--- config.mk ---
export PLATFORM = sky130hd
export DESIGN_NAME = lead_tracker
export DESIGN_NICKNAME = d
export VERILOG_FILES = /design/src/rtl/lead_pkg.sv /design/src/rtl/lead_decode.sv /design/src/rtl/lead_step.sv /design/src/rtl/lead_state_reg.sv /design/src/rtl/lead_tracker.sv
export SDC_FILE = /design/constraint.sdc
export NUM_CORES = 1
export LEC_CHECK = 0
export CORE_AREA = 2 2 39 41
export CTS_CLUSTER_SIZE = 28
export DETAILED_ROUTE_END_ITERATION = 8
export DIE_AREA = 0 0 41 43
export SYNTH_ARGS = -nofsm -noshare
export SYNTH_HDL_FRONTEND = slang
export SYNTH_SLANG_ARGS = --single-unit
--- constraint.sdc ---
create_clock -name clk -period 3.2 [get_ports clk]
set_input_delay 0.96 -clock clk [delete_from_list [all_inputs] [get_ports clk]]
set_output_delay 0.96 -clock clk [all_outputs]
set_load 0.005 [all_outputs]
--- src/rtl/lead_pkg.sv ---
package lead_pkg;

  // Flag codes on the win output: bit 0 player 0, bit 1 player 1
  typedef enum logic [1:0] {
    WIN_NONE = 2'b00,
    WIN_P0   = 2'b01,
    WIN_P1   = 2'b10
  } win_e;

  // Change in (player0 - player1) contributed by one round
  function automatic logic signed [1:0] round_delta(input logic [1:0] pts);
    logic signed [1:0] d;
    unique case (pts)
      2'b01:   d = 2'sb01;
      2'b10:   d = 2'sb11;
      default: d = 2'sb00;
    endcase
    return d;
  endfunction

endpackage

--- src/rtl/lead_decode.sv ---
// Turns the stored difference into the effective one for this cycle:
// a reset cycle or an out-of-range code both read as a tie.
module lead_decode #(
  parameter int MARGIN = 2,
  parameter int SW     = $clog2(MARGIN) + 1
) (
  input  logic                 rst_n,
  input  logic signed [SW-1:0] state_q,
  output logic signed [SW-1:0] diff_eff
);

  localparam logic signed [SW-1:0] LIM = SW'(MARGIN - 1);

  logic out_of_range;

  always_comb begin
    out_of_range = (state_q > LIM) || (state_q < -LIM);
    if (!rst_n || out_of_range) diff_eff = '0;
    else                        diff_eff = state_q;
  end

endmodule

--- src/rtl/lead_step.sv ---
// Adds the round to the effective difference, decides a win,
// and forms the difference to store for the next round.
module lead_step
  import lead_pkg::*;
#(
  parameter int MARGIN = 2,
  parameter int SW     = $clog2(MARGIN) + 1
) (
  input  logic signed [SW-1:0] diff_eff,
  input  logic [1:0]           score,
  output logic [1:0]           win,
  output logic signed [SW-1:0] state_d
);

  localparam logic signed [SW:0] POS_WIN = (SW+1)'(MARGIN);
  localparam logic signed [SW:0] NEG_WIN = -POS_WIN;

  logic signed [1:0]  delta;
  logic signed [SW:0] sum;
  win_e               flag;

  always_comb begin
    delta = round_delta(score);
    sum   = $signed({diff_eff[SW-1], diff_eff})
          + $signed({{(SW-1){delta[1]}}, delta});
    if (sum == POS_WIN)      flag = WIN_P0;
    else if (sum == NEG_WIN) flag = WIN_P1;
    else                     flag = WIN_NONE;
    win = flag;
    if (flag != WIN_NONE) state_d = '0;
    else                  state_d = sum[SW-1:0];
  end

endmodule

--- src/rtl/lead_state_reg.sv ---
// Difference register; reset is applied upstream as a functional input.
module lead_state_reg #(
  parameter int SW = 2
) (
  input  logic                 clk,
  input  logic signed [SW-1:0] state_d,
  output logic signed [SW-1:0] state_q
);

  always_ff @(posedge clk) begin
    state_q <= state_d;
  end

endmodule

--- src/rtl/lead_tracker.sv ---
module lead_tracker #(
  parameter int MARGIN = 2
) (
  input  logic       clk,
  input  logic       rst_n,
  input  logic [1:0] score_i,
  output logic [1:0] win_o
);

  localparam int SW = $clog2(MARGIN) + 1;

  logic signed [SW-1:0] state_q;
  logic signed [SW-1:0] state_d;
  logic signed [SW-1:0] diff_eff;

  lead_decode #(.MARGIN(MARGIN), .SW(SW)) decode_i (
    .rst_n    (rst_n),
    .state_q  (state_q),
    .diff_eff (diff_eff)
  );

  lead_step #(.MARGIN(MARGIN), .SW(SW)) step_i (
    .diff_eff (diff_eff),
    .score    (score_i),
    .win      (win_o),
    .state_d  (state_d)
  );

  lead_state_reg #(.SW(SW)) reg_i (
    .clk     (clk),
    .state_d (state_d),
    .state_q (state_q)
  );

endmodule

==> reports/metrics.cfg <==
[logic_synthesis]
syn_nets = 21
synth_cells = 14
netlist_area_um2 = 136
yosys_warnings = 0
syn_avg_cell_area_um2 = 9.74
yosysSeqAreaShare = 0.294
yosys.area.top_type_share = 0.294
synth-seq-cells = 2
synth_area_leaders = dfxtp_1 29%, ha_1 18%, fa_1 15%, nor3b_2 9.2%, inv_1 8.3%
synth_largest_area_cell = dfxtp_1
synthDistinctLibCells = 10

[timing]
finalWorstSetupSlack_ns = -0.0318
setup_viol = 1
max_freq_mhz = 309
slew_violations = 0
whs_ns = 0.760
rsz0062_at_grt = true
period_minus_slack_ns = 3.23
finalHoldViolCount = 0
period_share = 1.01
worst_pin_slew_ns = 0.111
slew_headroom = 0.925
skew_ns = 0.000908

[global_route]
use_met3 = 0.0314
grt_pass1_wl_um = 510
grt.busiest_layer = met4
met2_usage = 0.0500
grtUsageTotal = 0.0491
grt_max_degree = 4
grt_pass1_vias = 129
antenna_found_initial = 0
grt.overflow.total = 0
grt_use_met1 = 0.0577

[final_layout]
finish.utilization = 0.188
regMostFlops = reg_i.state_q
final_common_cell = clkbuf_4
final_nets = 31
largest_reg_flops = 2
reg_top3 = reg_i.state_q: 2 flops
fin_cells = 38
synthToLayoutAreaGrowth_pct = 90.8
fin_area_um2 = 260
drive_gt1_frac = 0.727
diodes = 0

[routing]
route.vias.total = 123
drt_iter0_drc = 5
viasPerCell = 3.24
wirelength_um = 253
wl_per_cell_um = 6.66
dr.pass1.iters = 2
remaining_drc_errors = 0
ant_nets = 0

[outcome]
outcome = finished with violations
violations = setup timing

[pwr]
ir_drop_v = 0.000127
clkPwrFrac = 0.414
p_int_w = 0.0000984
netSwitchingPower_w = 0.0000329
comb_power_share = 0.339
leakagePower_nw = 0.111
seq_power_share = 0.247
cellPowerDensity_nw_per_um2 = 504
swShare = 0.250

[die]
num_rows = 14
die_h_um = 43
initial_utilization = 0.0986
dieArea_um2 = 1760
io_pins = 6
dieWidth_um = 41
core_area_um2 = 1380

[place]
place_inst = 35
port_buffers = 5
placed_cell_area_um2 = 210
dpl.hpwl_um = 198
gp_congestion = 0.619

[clocking]
clockRootBuffer = clkbuf_4
path_clk_slew_ns = 0.03
cts_tree = yes
cts_buffers = 3
postCtsSetupBuffers = 0
clock_sinks = 2
h-tree-depth = 1
cts-hold-fix-buffers = 0
clock_path_buffers = 2
clk_latency_ns = 0.22

[worst_setup_path]
crit_path_max_fanout = 3
critPathLaunchType = input port
crit_path_end_kind = primary output
path_class = input port to primary output
crit_arrival_ns = 2.27
r2r_slack_ns = 1.84
required_ns = 2.24

[hold_path]
hp-class = flip-flop to flip-flop

[job]
maxCapViolations = 0

-- layer usage --
metal,share of wire,up-vias
met4,0,0
met5,0,-
met1,0.45,59
li1,-,60
met3,0.040,0
met2,0.51,4
-- layout make-up --
type | count | area (µm²)
Tap cell | 16 | 20.0
Timing Repair Buffer | 6 | 50.0
Clock buffer | 3 | 22.5
Inverter | 3 | 13.8
Fill cell | 155 | 1120
Sequential cell | 2 | 40.0
Multi-Input combinational cell | 8 | 114
-- power by group through the flow --
stage	Sequential [W]	Clock [W]	Combinational, W
final	0.0000324	0.0000544	0.0000445
after global routing	0.0000336	0.0000610	0.0000515
after CTS	0.0000324	0.0000578	0.0000455
after detailed placement	0.0000328	0	0.0000367
after global placement	0.0000325	0	0.0000364
after floorplan	0.0000323	0	0.0000211
-- cells by family after synthesis --
kind of cell,after synthesis,synth area share
DFF,2,0.294
and+or+nand+nor,5,0.266
adders and majority gates,3,0.330
buffers and inverters,4,0.110
-- metrics by stage --
stage	total power (W)	setup WS, ns	TNS (ns)
after floorplan	0.0000534	0.108	0
after global placement	0.0000689	-0.896	-1.78
after detailed placement	0.0000695	-0.907	-1.79
after CTS	0.000136	-0.0791	-0.138
after global routing	0.000146	-0.143	-0.187
final	0.000131	-0.0318	-0.0318
-- repair_timing --
item	CTS	global route
resized for setup	26	1
endpoints found under the setup margin	2	2
hold endpoints to repair	0	0
pin swaps	6	4
-- cells in the mapped netlist --
cell and number:
inv_1 3, dfxtp_1 2, ha_1 2, and2_1 1, and3_1 1, clkbuf_1 1
fa_1 1, nor2b_1 1, nor3_1 1, nor3b_2 1
-- path summary, 6_finish.rpt --
kind,start,end,cells past startpoint
worst max-delay path,score_i[0],win_o[1],9
worst min-delay path,reg_i.state_q[0],reg_i.state_q[0],3
worst max register to register,reg_i.state_q[0],reg_i.state_q[1],5
worst min register to register,reg_i.state_q[0],reg_i.state_q[0],3
-- critical path, stage by stage --
cell	delay [ns]
buf_6	0.07
inv_4	0.03
ha_4	0.24
inv_2	0.03
ha_4	0.14
inv_2	0.04
fa_2	0.46
nor3b_2	0.16
buf_2	0.13
No activity file was read; power rests on OpenSTA's default activity.
